==> config.mk <==
export PLATFORM = sky130hd
export DESIGN_NAME = bus_cycle_seq
export DESIGN_NICKNAME = d
export VERILOG_FILES = /design/src/rtl/bcs_pkg.sv /design/src/rtl/bcs_phase_gen.sv /design/src/rtl/bcs_sync.sv /design/src/rtl/bcs_hold_timer.sv /design/src/rtl/bus_cycle_seq.sv
export SDC_FILE = /design/constraint.sdc
export NUM_CORES = 1
export LEC_CHECK = 0
export BUFFER_PORTS_ARGS = -buffer_cell sky130_fd_sc_hd__buf_2
export CORE_MARGIN = 5
export CORE_UTILIZATION = 40
export CTS_BUF_LIST = sky130_fd_sc_hd__clkbuf_8 sky130_fd_sc_hd__clkbuf_16
export CTS_CLUSTER_SIZE = 40
export DETAILED_ROUTE_END_ITERATION = 10
export MAX_ROUTING_LAYER = met4
export PLACE_DENSITY = 0.68
export SLEW_MARGIN = 20
export SYNTH_ARGS = -nofsm -noshare
export SYNTH_HDL_FRONTEND = slang
export SYNTH_SLANG_ARGS = --single-unit
==> constraint.sdc <==
create_clock -name clk -period 1.55 [get_ports clk]
set_input_delay 0.31 -clock clk [delete_from_list [all_inputs] [get_ports clk]]
set_output_delay 0.31 -clock clk [all_outputs]
set_load 0.05 [all_outputs]
==> src/rtl/bcs_pkg.sv <==
// Package: shared types for the two-phase bus cycle sequencer.
// Assumes: kind code bit 0 = read, bit 1 = peripheral.
package bcs_pkg;

    typedef enum logic [2:0] {
        ST_IDLE = 3'd0,
        ST_REQ  = 3'd1,
        ST_ADDR = 3'd2,
        ST_MID  = 3'd3,
        ST_LAST = 3'd4
    } seq_state_t;

    typedef enum logic [1:0] {
        CY_WR_MEM = 2'b00,
        CY_RD_MEM = 2'b01,
        CY_WR_PER = 2'b10,
        CY_RD_PER = 2'b11
    } cyc_kind_t;

    // True for kinds that move data toward the master.
    function automatic logic kind_is_read(cyc_kind_t k);
        return k[0];
    endfunction

    // True for kinds that address a peripheral rather than memory.
    function automatic logic kind_is_periph(cyc_kind_t k);
        return k[1];
    endfunction

endpackage

==> src/rtl/bcs_phase_gen.sv <==
// Module: derives the two interface phases from one clock.
// Behaviour: ph_a and ph_b are alternating one-clock enables; ph_a first
// after reset. Assumes a synchronous active-low reset.
module bcs_phase_gen (
    input  logic clk,
    input  logic rst_n,
    output logic ph_a,
    output logic ph_b
);
    logic sel_q;

    // Toggle the phase selector every clock.
    always_ff @(posedge clk) begin
        if (!rst_n) sel_q <= 1'b0;
        else        sel_q <= ~sel_q;
    end

    assign ph_a = ~sel_q;
    assign ph_b = sel_q;
endmodule

==> src/rtl/bcs_sync.sv <==
// Module: multi-flop synchroniser for a bundle of asynchronous levels.
// Assumes: each bit is an independent level; STAGES >= 1.
module bcs_sync #(
    parameter int            WIDTH     = 3,
    parameter int            STAGES    = 2,
    parameter logic [WIDTH-1:0] RST_VAL = '1
) (
    input  logic             clk,
    input  logic             rst_n,
    input  logic [WIDTH-1:0] din,
    output logic [WIDTH-1:0] dout
);
    logic [STAGES-1:0][WIDTH-1:0] pipe_q;

    // Shift the sampled levels down the chain.
    always_ff @(posedge clk) begin
        if (!rst_n) begin
            for (int i = 0; i < STAGES; i++) pipe_q[i] <= RST_VAL;
        end else begin
            pipe_q[0] <= din;
            for (int i = 1; i < STAGES; i++) pipe_q[i] <= pipe_q[i-1];
        end
    end

    assign dout = pipe_q[STAGES-1];
endmodule

==> src/rtl/bcs_hold_timer.sv <==
// Module: counts consecutive held phase-B samples in the middle period.
// Behaviour: expire is high in the tick that would be the LIMIT-th
// consecutive held sample. Count clears whenever active is low.
module bcs_hold_timer #(
    parameter int LIMIT = 100
) (
    input  logic clk,
    input  logic rst_n,
    input  logic active,
    input  logic tick,
    input  logic held,
    output logic expire
);
    localparam int CW = $clog2(LIMIT + 1);
    logic [CW-1:0] cnt_q;

    // Count held samples while the middle period lasts.
    always_ff @(posedge clk) begin
        if (!rst_n || !active)  cnt_q <= '0;
        else if (tick && held)  cnt_q <= cnt_q + 1'b1;
    end

    assign expire = active && tick && held && (cnt_q == CW'(LIMIT - 1));
endmodule

==> src/rtl/bus_cycle_seq.sv <==
// Module: master-side sequencer for one transfer on a two-phase bus.
// Behaviour: request -> grant on ph_b -> address period -> middle period
// (repeatable under hold) -> final period, then idle. Kind lines are held
// from the address period through the final period.
// Assumes: bus inputs are asynchronous levels; kind/addr/wdata valid with start.
module bus_cycle_seq #(
    parameter int DATA_W      = 16,
    parameter int SYNC_STAGES = 2,
    parameter int HOLD_LIMIT  = 100
) (
    input  logic              clk,
    input  logic              rst_n,
    input  logic              start,
    input  logic [1:0]        kind,
    input  logic [DATA_W-1:0] addr,
    input  logic [DATA_W-1:0] wdata,
    output logic [DATA_W-1:0] rdata,
    output logic              busy,
    output logic              done,
    output logic              err,
    output logic              acc_flag,
    output logic              ph_a,
    output logic              ph_b,
    output logic              req_n,
    input  logic              grant_n,
    output logic              ads_n,
    output logic              wds_n,
    output logic              rds_n,
    output logic [3:0]        kind_n,
    input  logic              hold_n,
    input  logic              accept_n,
    input  logic [DATA_W-1:0] bus_in,
    output logic [DATA_W-1:0] bus_out,
    output logic              bus_oe
);
    import bcs_pkg::*;

    localparam int NUM_KINDS = 4;
    localparam int NSYNC     = 3;

    seq_state_t        state_q, state_d;
    cyc_kind_t         kind_q;
    logic [DATA_W-1:0] addr_q, wdata_q, rdata_q;
    logic              done_q, err_q, acc_q;
    logic [NSYNC-1:0]  sync_out;
    logic              grant_s, hold_s, accept_s;
    logic              in_cycle, is_write, take_grant, expire;

    bcs_phase_gen u_phase (
        .clk   (clk),
        .rst_n (rst_n),
        .ph_a  (ph_a),
        .ph_b  (ph_b)
    );

    bcs_sync #(
        .WIDTH   (NSYNC),
        .STAGES  (SYNC_STAGES),
        .RST_VAL ({NSYNC{1'b1}})
    ) u_sync (
        .clk   (clk),
        .rst_n (rst_n),
        .din   ({grant_n, hold_n, accept_n}),
        .dout  (sync_out)
    );

    assign {grant_s, hold_s, accept_s} = sync_out;

    bcs_hold_timer #(
        .LIMIT (HOLD_LIMIT)
    ) u_hold (
        .clk    (clk),
        .rst_n  (rst_n),
        .active (state_q == ST_MID),
        .tick   (ph_b),
        .held   (~hold_s),
        .expire (expire)
    );

    assign in_cycle   = (state_q == ST_ADDR) || (state_q == ST_MID) || (state_q == ST_LAST);
    assign is_write   = ~kind_is_read(kind_q);
    assign take_grant = (state_q == ST_REQ) && ph_b && !grant_s;

    // Next-state selection; bus steps only advance on ph_b.
    always_comb begin
        state_d = state_q;
        unique case (state_q)
            ST_IDLE: if (start)      state_d = ST_REQ;
            ST_REQ:  if (take_grant) state_d = ST_ADDR;
            ST_ADDR: if (ph_b)       state_d = ST_MID;
            ST_MID: begin
                if (ph_b) begin
                    if (hold_s)      state_d = ST_LAST;
                    else if (expire) state_d = ST_IDLE;
                end
            end
            ST_LAST: if (ph_b)       state_d = ST_IDLE;
            default:                 state_d = ST_IDLE;
        endcase
    end

    // State register.
    always_ff @(posedge clk) begin
        if (!rst_n) state_q <= ST_IDLE;
        else        state_q <= state_d;
    end

    // Latch the request parameters when a start is accepted while idle.
    always_ff @(posedge clk) begin
        if (!rst_n) begin
            kind_q  <= CY_WR_MEM;
            addr_q  <= '0;
            wdata_q <= '0;
        end else if (state_q == ST_IDLE && start) begin
            kind_q  <= cyc_kind_t'(kind);
            addr_q  <= addr;
            wdata_q <= wdata;
        end
    end

    // Capture read data on the phase-A clock of the final period.
    always_ff @(posedge clk) begin
        if (!rst_n)                                               rdata_q <= '0;
        else if (state_q == ST_LAST && ph_a && kind_is_read(kind_q)) rdata_q <= bus_in;
    end

    // Completion and timeout pulses.
    always_ff @(posedge clk) begin
        if (!rst_n) begin
            done_q <= 1'b0;
            err_q  <= 1'b0;
        end else begin
            done_q <= (state_q == ST_LAST) && ph_b;
            err_q  <= (state_q == ST_MID) && ph_b && !hold_s && expire;
        end
    end

    // Set-only order-accepted flag, cleared at each peripheral grant.
    always_ff @(posedge clk) begin
        if (!rst_n)                                                acc_q <= 1'b0;
        else if (take_grant && kind_is_periph(kind_q))             acc_q <= 1'b0;
        else if (in_cycle && kind_is_periph(kind_q) && !accept_s)  acc_q <= 1'b1;
    end

    // One active-low line per cycle kind.
    for (genvar g = 0; g < NUM_KINDS; g++) begin : g_kind
        assign kind_n[g] = ~(in_cycle && (kind_q == cyc_kind_t'(g)));
    end

    // Strobes and the bus driver derived from the current period.
    always_comb begin
        req_n  = (state_q != ST_REQ);
        ads_n  = (state_q != ST_ADDR);
        wds_n  = ~(is_write && (state_q == ST_MID || state_q == ST_LAST));
        rds_n  = (state_q != ST_LAST);
        bus_oe = (state_q == ST_ADDR) || !wds_n;
        if (state_q == ST_ADDR) bus_out = addr_q;
        else if (!wds_n)        bus_out = wdata_q;
        else                    bus_out = '0;
    end

    assign busy     = (state_q != ST_IDLE);
    assign done     = done_q;
    assign err      = err_q;
    assign acc_flag = acc_q;
    assign rdata    = rdata_q;
endmodule

==> results.md, run 1 <==
* Status: finished with violations
* Violated checks: negative setup slack
* Antenna viol nets, final at 0
* Die area at 0.009538 sq mm
* Ys async rst share at 0%
* Yosys Warn Count at 0
* Predominant post-synthesis flop cell: dfxtp_1
* Nets@finish at 536
* Largest net degree at the start of global routing at 35
* Startpoint types: flop
* IO Count at 103
* Post-Synthesis Mean Instance Area at 8.611 sq um
* Die width at 97.67 um
* Initial antenna violation count at 0
* Post-synthesis net count at 414
* Met2 usage at 27.31%
* Clock Skew at 0.007666 ns
* Final worst-path cycle share at 131.2%
* Post-synthesis register bit count at 70
* DRC at 0
* Grt total ovfl at 0
* Core Region at 0.007607 sq mm
* Internal power at 0.003147 W
* RePlAce Congestion at 0.8040
* Via count normalized by instance count at 4.841
* Seq pwr share at 46.0%
* GR peak layer: met2
* Comb power frac at 16.9%
* Clk slew on worst S/H paths at 0.07 ns
* Clock Path Buffers at 2
* Crit Path Max Fanout at 8
* Slew @ Worst Pin at roughly 0.33 ns
* All-Layer GR Usage at around 17%
* Number of distinct library cells after synthesis at between 40 and 50
* Hold/Removal Path Class: input port to flop
* Top cell type's share of synthesized area at between 40% and 50%
* Starting Density at 40.41%
* Fin worst setup slack at -0.4829 ns
* Sequential share of the synthesized area at 45.58%
* Max Clock Freq at between 400 and 500 MHz
* Worst endpoint required time at 1.24 ns
* Max rail drop VDD at 0.6636 mV
* Starting DRC count in detailed routing at about 100
* Most common cell after layout, fill and taps aside: nand2_1
* Max-Cap Viols at 0
* Crit Path Category: flop to output pin
* Vias in the first global route at 2823
* DPL Wire Length at 5548 um
* Htree depth at 3
* Routed Wire Length at 7966 um
* Row cnt at 32
* Non-filler instance count after layout at 586
* Clk network pwr share at a little under two fifths
* Leak at 1.958 nW
* Cell Area, Synth at 0.003074 sq mm
* Area leader, netlist: dfxtp_1
* Pwr Total at between 0.004 and 0.005 W
* CTS Buf Count at 9
* Crit end category: output pin
* Largest cells by area after synthesis: dfxtp_1 (46%), nand2_1 (13%), a21boi_1 (7.3%)
* Clk_lat worst skew at 0.33 ns
* Multi-input logic area at between 0.0015 and 0.002 sq mm
* Final Hold Vio Count at 0
* GRT met1 Usage at about a fifth
* Root Driver: clkbuf_8
* Slew HR at between 70 and 80%
* Drt pass-1 iters at 4
* CP Data Arrival Time at 1.72 ns
* Fill count at around 680
* Commonest non-fill, non-tap cells in the layout: nand2_1 (96), buf_2 (76), dfxtp_1 (66)
* Post-placement cell count at approximately 560
* Pwr Density at roughly 940 mW/mm^2
* Met3 Usage GRT at 3.302%
* RSZ-0062 raised after global routing: yes
* Chip height at around 100 um
* Vias at 2837
* EDFF count, synth at 0
* First-pass GRT wire length at about 13000 um
* Sw Pwr at roughly 0.0011 W
* N_diodes at 0
* Hold buffer count at CTS at 0
* Sequential cell area at 0.001414 sq mm
* Syn Inst Count at 357
* Switching Fraction at between 20% and 30%
* Share of cells above drive strength 1 at 41.12%
* CTS tree: built
* DR WL/cell at 13.59 um
* Fin crit period at slightly above 2 ns
* # setup viols final at 25
* # clock sinks at 70
* Area delta synth->final at 47.74%
* Max-slew violations at 0
* IO Port Bufs at just over 100
## critical path, stage by stage (launching register included)
cell	delay, ns
dfxtp_2	0.33
and2b_4	0.25
and2_4	0.17
inv_6	0.04
o21a_4	0.15
buf_16	0.17
a21oi_4	0.11
buf_6	0.17
## through the flow
stage | hold WS [ns] | utilization [%] | cell area [sq um] | TNS, ns | setup WS (ns)
CTS | 0.1427 | 58.17 | 4425 | -10.46 | -0.5342
detailed placement | 0.3917 | 51.09 | 3886 | -4.128 | -0.2494
floorplan | 0.3863 | - | 3206 | -6.335 | -0.3624
finish | 0.1614 | 59.70 | 4542 | -9.698 | -0.4829
global placement | 0.3922 | 51.09 | 3886 | -3.324 | -0.2094
global route | 0.1488 | 59.70 | 4542 | -11.45 | -0.5546
## cells by family (layout without fill, tap and decap cells)
logic type                 after synthesis  count (layout)  share of synthesized area [%]
and+or+nand+nor                        170             170                          26.01
DFF                                     70              70                          45.58
AOI/OAI and AO/OA                       65              65                          15.22
xor gates and xnor gates                 5               5                          1.425
buffers and inverters                   29             156                          5.820
adders and majority gates                1               1                         0.4069
muxes                                   17              17                          5.535
## routing by layer
metal | part of all wire, % | wire length [um]
met3 | 4.0 | 322
met4 | 2.9 | 231
met1 | 42 | 3374
met2 | 51 | 4037
met5 | 0 | 0
## power by group through the flow
stage	Combinational [W]	Sequential, W	Clock [W]
after detailed placement	0.000631	0.00199	0
after CTS	0.000705	0.00195	0.00161
after global placement	0.000622	0.00198	0
final	0.000718	0.00195	0.00158
after global routing	0.000785	0.00197	0.00169
after floorplan	0.000423	0.00198	0
## synthesized netlist by cell type, drive strengths merged, types with 2 or more instances
master,instances
mux2i,17
a21oi,20
nor2b,19
o21ai,3
or3,3
a21boi,34
nand3,4
buf,12
o21a,2
dfxtp,70
clkbuf,11
nand3b,3
nor3,4
nor3b,2
and2,2
nor2,11
nand2b,7
inv,6
and3,2
xor2,3
nand2,108
xnor2,2
## state kept, by name, summed over array words and instances, names as in the netlist, 2 cells and up
signal and flops:
kind_q 2, state_q 3, u_hold.cnt_q 7, rdata 16
u_sync.dout 3, addr_q 16, wdata_q 16, u_sync.pipe_q 3
## path summary, 6_finish.rpt
path	startpoint	to	slack (ns)	cells past startpoint
worst max-delay path	state_q[2]	bus_out[9]	-0.48	7
worst min-delay path	hold_n	u_sync.pipe_q[1]	0.16	2
worst max register to register	state_q[1]	rdata[4]	0.11	7
worst min register to register	u_sync.pipe_q[1]	u_sync.dout[1]	0.41	1
## area by class of cell
type	instances	area share [%]
inverter	6	0.7989
timing repair buffer	134	23.83
tap	102	2.810
multi-input combinational	258	36.69
clock buffer	10	3.030
clock inverter	6	1.708
sequential	70	31.13
## repair_timing
| action | CTS | global route |
|---|---|---|
| pin swaps | 6 | 12 |
| buffers inserted | 5 | 5 |
| resized for setup | 78 | 18 |
| endpoints found under the setup margin | 26 | 44 |
| cloned | 2 | 1 |
Power figures use the tool's default switching activity.
==> inputs of run 2 (changes only) <==
--- a/config.mk
+++ b/config.mk
@@ -6,13 +6,13 @@
 export NUM_CORES = 1
 export LEC_CHECK = 0
 export BUFFER_PORTS_ARGS = -buffer_cell sky130_fd_sc_hd__buf_2
+export CAP_MARGIN = 15
 export CORE_MARGIN = 5
-export CORE_UTILIZATION = 40
+export CORE_UTILIZATION = 45
 export CTS_BUF_LIST = sky130_fd_sc_hd__clkbuf_8 sky130_fd_sc_hd__clkbuf_16
-export CTS_CLUSTER_SIZE = 40
 export DETAILED_ROUTE_END_ITERATION = 10
 export MAX_ROUTING_LAYER = met4
-export PLACE_DENSITY = 0.68
+export PLACE_DENSITY = 0.75
 export SLEW_MARGIN = 20
 export SYNTH_ARGS = -nofsm -noshare
 export SYNTH_HDL_FRONTEND = slang
==> run 2 against run 1 <==
Compared with the run above:
- the flow still finishes with violations (negative setup slack)
- first-iteration DRC count grew 44%
- global-route usage up 2.3 points
- wire length up 9.2%
- critical path depth is the same
- count of clock-buffer cells in the layout is the same
- core utilization grew 9.5 points
- largest power group unchanged
- highest routed layer unchanged
==> results.md, run 2 (synthesis results as in run 1) <==
* Status: finished with violations
* Violated checks: negative setup slack
* Clock Path Buffers at 2
* FF-to-FF setup slack at -0.01 ns
* Leak at around 2.1 nW
* Starting DRC count in detailed routing at 143
* Vias at 2899
* Reg2reg start: state_q[1]
* Hold Path Depth at 2
* Reg2Reg Depth at 8
* DR WL/cell at 15.46 um
* All-Layer GR Usage at about a fifth
* # setup viols final at 28
* Clk_lat worst skew at 0.34 ns
* RePlAce Congestion at 0.8566
* Worst R2R End: wdata_q[11]
* Die width at 92.66 um
* Worst path most repeated cell: buf_6
* Initial antenna violation count at 0
* Worst Setup SP: state_q[2]
* Multi-input logic area at between 0.0015 and 0.002 sq mm
* Chip height at a little over 90 um
* Fin worst setup slack at -0.5222 ns
* Crit end category: output pin
* Crit path buffers/inverters at 3
* Drt pass-1 iters at 4
* Htree depth at 3
* Nets@finish at 535
* N_diodes at 0
* Stages on the worst setup path at 7
* IO Port Bufs at slightly above 100
* Pre-CTS setup slack at -0.2572 ns
* DRC at 0
* Max stage delay on crit path at between 0.3 and 0.4 ns
* CTS Buf Count at 9
* Root Driver: clkbuf_8
* RSZ-0062 raised after global routing: yes
* Row cnt at 30
* Sequential cell area at about 0.0014 sq mm
* CP Capture Point: bus_out[6]
* Share of cells above drive strength 1 at 43.69%
* Slowest cell on crit path: dfxtp_2
* Commonest non-fill, non-tap cells in the layout: nand2_1 (88), buf_2 (76), dfxtp_1 (66)
* Vias in the first global route at 2807
* Max Clock Freq at 482.6 MHz
* Crit Path Category: flop to output pin
* Die area at 0.008585 sq mm
* Slew HR at 75.56%
* Largest net degree at the start of global routing at 35
* Worst endpoint required time at about 1.2 ns
* Core Region at 0.006719 sq mm
* Final Hold Vio Count at 0
* Non-filler instance count after layout at 563
* First-pass GRT wire length at 12850 um
* Routed Wire Length at 8702 um
* CP Data Arrival Time at around 1.8 ns
* Clock Skew at 0.009078 ns
* Max-slew violations at 0
* Antenna viol nets, final at 0
* Via count normalized by instance count at between 5 and 6
* Max-Cap Viols at 0
* CTS tree: built
* Area delta synth->final at 51.20%
* Grt total ovfl at 0
* Slew @ Worst Pin at 0.3627 ns
* Final worst-path cycle share at 133.7%
* Fill count at between 400 and 500
* Top delay family on crit path: simple AND/OR/NAND/NOR gates
* Post-placement cell count at 537
* Fin crit period at 2.072 ns
* Hold/Removal Path Class: input port to flop
* Most common cell after layout, fill and taps aside: nand2_1
* Worst-path cell chain: and2b_4 -> and2_4 -> buf_6 -> buf_12 -> nand2_1 -> a21oi_4 -> buf_6
* Min Hold Slack at 0.1598 ns
* Startpoint types: flop
* Crit Path Max Fanout at 8
* Starting Density at 45.75%
* Pwr Density at 874.1 mW/mm^2
* DPL Wire Length at 5550 um
* Clk slew on worst S/H paths at 0.07 ns
* # clock sinks at 70
* Max rail drop VDD at 0.6368 mV
* IO Count at 103
-- run 2: cell count changes in the layout (fill, tap and decap cells not counted), moves of 2 or more --
cell and delta:
a21oi_4 +2, bufinv_16 -2, nand2_1 -8, buf_12 +2
clkbuf_16 +3, nand2_2 -6, a21oi_2 -2, a21boi_1 -2
a21boi_2 +6, nand2_4 +14, a21boi_0 -4, buf_4 -5
-- run 2: area by class of cell --
type | instances | share of cell area [%]
multi-input combinational | 258 | 38.71
sequential | 70 | 30.42
timing repair buffer | 133 | 24.28
clock buffer | 10 | 2.961
tap | 80 | 2.153
inverter | 6 | 0.8345
clock inverter | 6 | 0.6460
-- run 2: how the worst min path moves through the flow --
stage,startpoint,to,slack [ns]
CTS,grant_n,u_sync.pipe_q[2],0.15
finish,hold_n,u_sync.pipe_q[1],0.16
global placement,u_sync.pipe_q[1],u_sync.dout[1],0.39
global route,hold_n,u_sync.pipe_q[1],0.15
detailed placement,u_sync.pipe_q[1],u_sync.dout[1],0.39
floorplan,u_sync.pipe_q[0],u_sync.dout[0],0.39
-- run 2: report_power, final --
part	internal (W)	switching, W
Combinational	0.000394	0.000455
Clock	0.000604	0.000645
Sequential	0.00189	0.0000732
Total	0.00289	0.00117
-- run 2: timing repair --
| item | in CTS | in global routing |
|---|---|---|
| setup buffers | 3 | 7 |
| gates cloned | 1 | 4 |
| pin swaps | 6 | 35 |
| setup endpoints to repair | 26 | 34 |
| resized for setup | 77 | 68 |
| hold buffers | 0 | 0 |
-- run 2: metrics by stage --
step                utilization (%)  area (sq um)  total power (W)  TNS (ns)
floorplan                         -          3206         0.002399    -6.335
global placement              57.24          3846         0.002602    -3.298
detailed placement            57.24          3846         0.002616    -3.909
CTS                           64.06          4304         0.003914    -10.18
global route                  69.18          4648         0.004255    -13.79
finish                        69.18          4648         0.004063    -10.25
-- run 2: layer usage --
layer	up-vias	share of wire (%)	GRT usage (%)
met5	-	0	-
met4	0	3.8	9.524
met3	27	4.6	4.955
met2	84	52	32.21
met1	1376	40	21.30
li1	1412	-	-
==> inputs of run 3 (changes only) <==
--- a/config.mk
+++ b/config.mk
@@ -12,8 +12,10 @@
 export CTS_BUF_LIST = sky130_fd_sc_hd__clkbuf_8 sky130_fd_sc_hd__clkbuf_16
 export DETAILED_ROUTE_END_ITERATION = 10
 export MAX_ROUTING_LAYER = met4
-export PLACE_DENSITY = 0.75
+export PLACE_DENSITY = 0.73
+export SETUP_SLACK_MARGIN = 0.05
 export SLEW_MARGIN = 20
 export SYNTH_ARGS = -nofsm -noshare
 export SYNTH_HDL_FRONTEND = slang
 export SYNTH_SLANG_ARGS = --single-unit
+export TNS_END_PERCENT = 1
==> constraint.sdc (replaced) <==
create_clock -name clk -period 2.12 [get_ports clk]
set_input_delay 0.424 -clock clk [delete_from_list [all_inputs] [get_ports clk]]
set_output_delay 0.424 -clock clk [all_outputs]
set_load 0.05 [all_outputs]
==> run 3 against run 2 <==
Compared with the run above:
- the run still ends with negative setup slack left
- largest cell class unchanged
- non-clock buffer count shrank 16
- first-iteration DRC count shrank 15%
- cell area shrank 9.5%
==> results.md, run 3 (synthesis results as in run 1) <==
* Status: finished with violations
* Violated checks: negative setup slack
* IO Port Bufs at 102
* First-pass GRT wire length at 12740 um
* Root Driver: clkbuf_8
* Share of cells above drive strength 1 at 34.48%
* Row cnt at 30
* Core Region at 0.006719 sq mm
* Final Util at 62.63%
* IO Count at approximately 100
* # clock sinks at 70
* Crit Path Max Fanout at 8
* Worst hold start: hold_n
* Slew HR at 76.37%
* Vias at 2795
* Die area at 0.008585 sq mm
* Leak at 1.801 nW
* Max Clock Freq at 459.0 MHz
* Largest net degree at the start of global routing at 36
* Chip height at slightly above 90 um
* Hold/Removal Path Class: input port to flop
* Multi-input logic area at between 0.0015 and 0.002 sq mm
* Fin crit period at roughly 2.2 ns
* Clock Path Buffers at 2
* Pre-CTS setup slack at 0.1613 ns
* Nets@finish at 519
* Vias in the first global route at 2754
* DRC at 0
* Via count normalized by instance count at 5.110
* Antenna viol nets, final at 0
* Initial antenna violation count at 0
* DR WL/cell at ~14 um
* Drt pass-1 iters at 4
* Crit end category: output pin
* RePlAce Congestion at 0.8200
* Worst Setup SP: state_q[2]
* Clk network pwr share at 38.7%
* Commonest non-fill, non-tap cells in the layout: nand2_1 (108), buf_2 (82), dfxtp_1 (67)
* Worst endpoint required time at 1.70 ns
* Most common cell after layout, fill and taps aside: nand2_1
* Crit Path Category: flop to output pin
* Clock Skew at 0.01042 ns
* Die width at 92.66 um
* Routed Wire Length at 7803 um
* CTS Buf Count at 9
* Htree depth at 3
* Startpoint types: flop
* Max-Cap Viols at 0
* CTS tree: built
* Sequential cell area at around 0.0014 sq mm
* Reg2reg start: state_q[0]
* Non-filler instance count after layout at around 550
* Clk slew on worst S/H paths at 0.07 ns
* Sw Pwr at 0.0008154 W
* Internal power at 0.002247 W
* Final worst-path cycle share at 102.8%
* Comb power frac at 14.7%
* Pwr Density at 727.8 mW/mm^2
* Area delta synth->final at 36.87%
* Fin worst setup slack at -0.05873 ns
* Starting DRC count in detailed routing at 122
* CP Data Arrival Time at 1.75 ns
* Fill count at 576
* Slew @ Worst Pin at 0.3545 ns
* Hold buffer count at CTS at 0
* Grt total ovfl at 0
* Max-slew violations at 0
* Post-placement cell count at 526
* RSZ-0062 raised after global routing: yes
* DPL Wire Length at 5225 um
* # setup viols final at 16
* All-Layer GR Usage at 18.96%
* Starting Density at 45.75%
* Clk_lat worst skew at 0.34 ns
* Final Hold Vio Count at 0
* Seq pwr share at 46.6%
* Max rail drop VDD at around 0.33 mV
* N_diodes at 0
* Switching Fraction at between 20% and 30%
run 3: power groups by stage:
stage	Combinational (W)	Clock, W	Sequential [W]
after floorplan	0.000291	0	0.00144
after global placement	0.000397	0	0.00145
after detailed placement	0.000402	0	0.00146
after CTS	0.000447	0.00120	0.00143
after global routing	0.000491	0.00128	0.00144
final	0.000449	0.00118	0.00143
run 3: metrics by stage:
step	TNS, ns	instance area, sq um	total power (W)	hold WS (ns)
after floorplan	-2.840	3074	0.001734	0.3863
after global placement	0	3633	0.001852	0.3918
after detailed placement	0	3633	0.001858	0.3995
after CTS	-0.6763	4172	0.003077	0.2521
after global routing	-1.635	4208	0.003208	0.2610
final	-0.5625	4208	0.003062	0.2631
run 3: repair_timing:
action	in CTS	in global routing
pin swaps	1	1
setup endpoints to repair	18	18
gates cloned	2	0
setup buffers	2	1
resized for setup	62	7
run 3: path summary, 6_finish.rpt:
path                      endpoint  slack (ns)  depth (start not counted)
setup / recovery       bus_out[13]       -0.06                          7
hold / removal    u_sync.pipe_q[1]        0.26                          2
setup reg to reg        addr_q[10]        0.55                          6
hold reg to reg     u_sync.dout[1]        0.42                          1
run 3: layout make-up:
| cell class | instances | area share [%] |
|---|---|---|
| clock buffers | 10 | 3.271 |
| inverters | 6 | 0.7136 |
| repair buffers | 117 | 19.24 |
| well taps | 80 | 2.379 |
| flip-flops and latches | 70 | 33.39 |
| clock inverters | 6 | 2.022 |
| multi-input cells | 258 | 38.98 |
run 3: routing by layer:
| layer | vias up | wire length (um) | track usage (%) |
|---|---|---|---|
| met5 | - | 0 | - |
| met4 | 0 | 176 | 9.158 |
| met3 | 18 | 451 | 3.574 |
| met2 | 99 | 3883 | 30.39 |
| met1 | 1294 | 3291 | 23.01 |
| li1 | 1384 | - | - |
run 3: worst max-delay path, cell delays in order (launching register included):
cell and delay [ns]:
dfxtp_2 0.32, and2b_4 0.26, and2_4 0.18, inv_8 0.03, o21a_4 0.15, buf_16 0.17
a21oi_4 0.12, buf_6 0.17
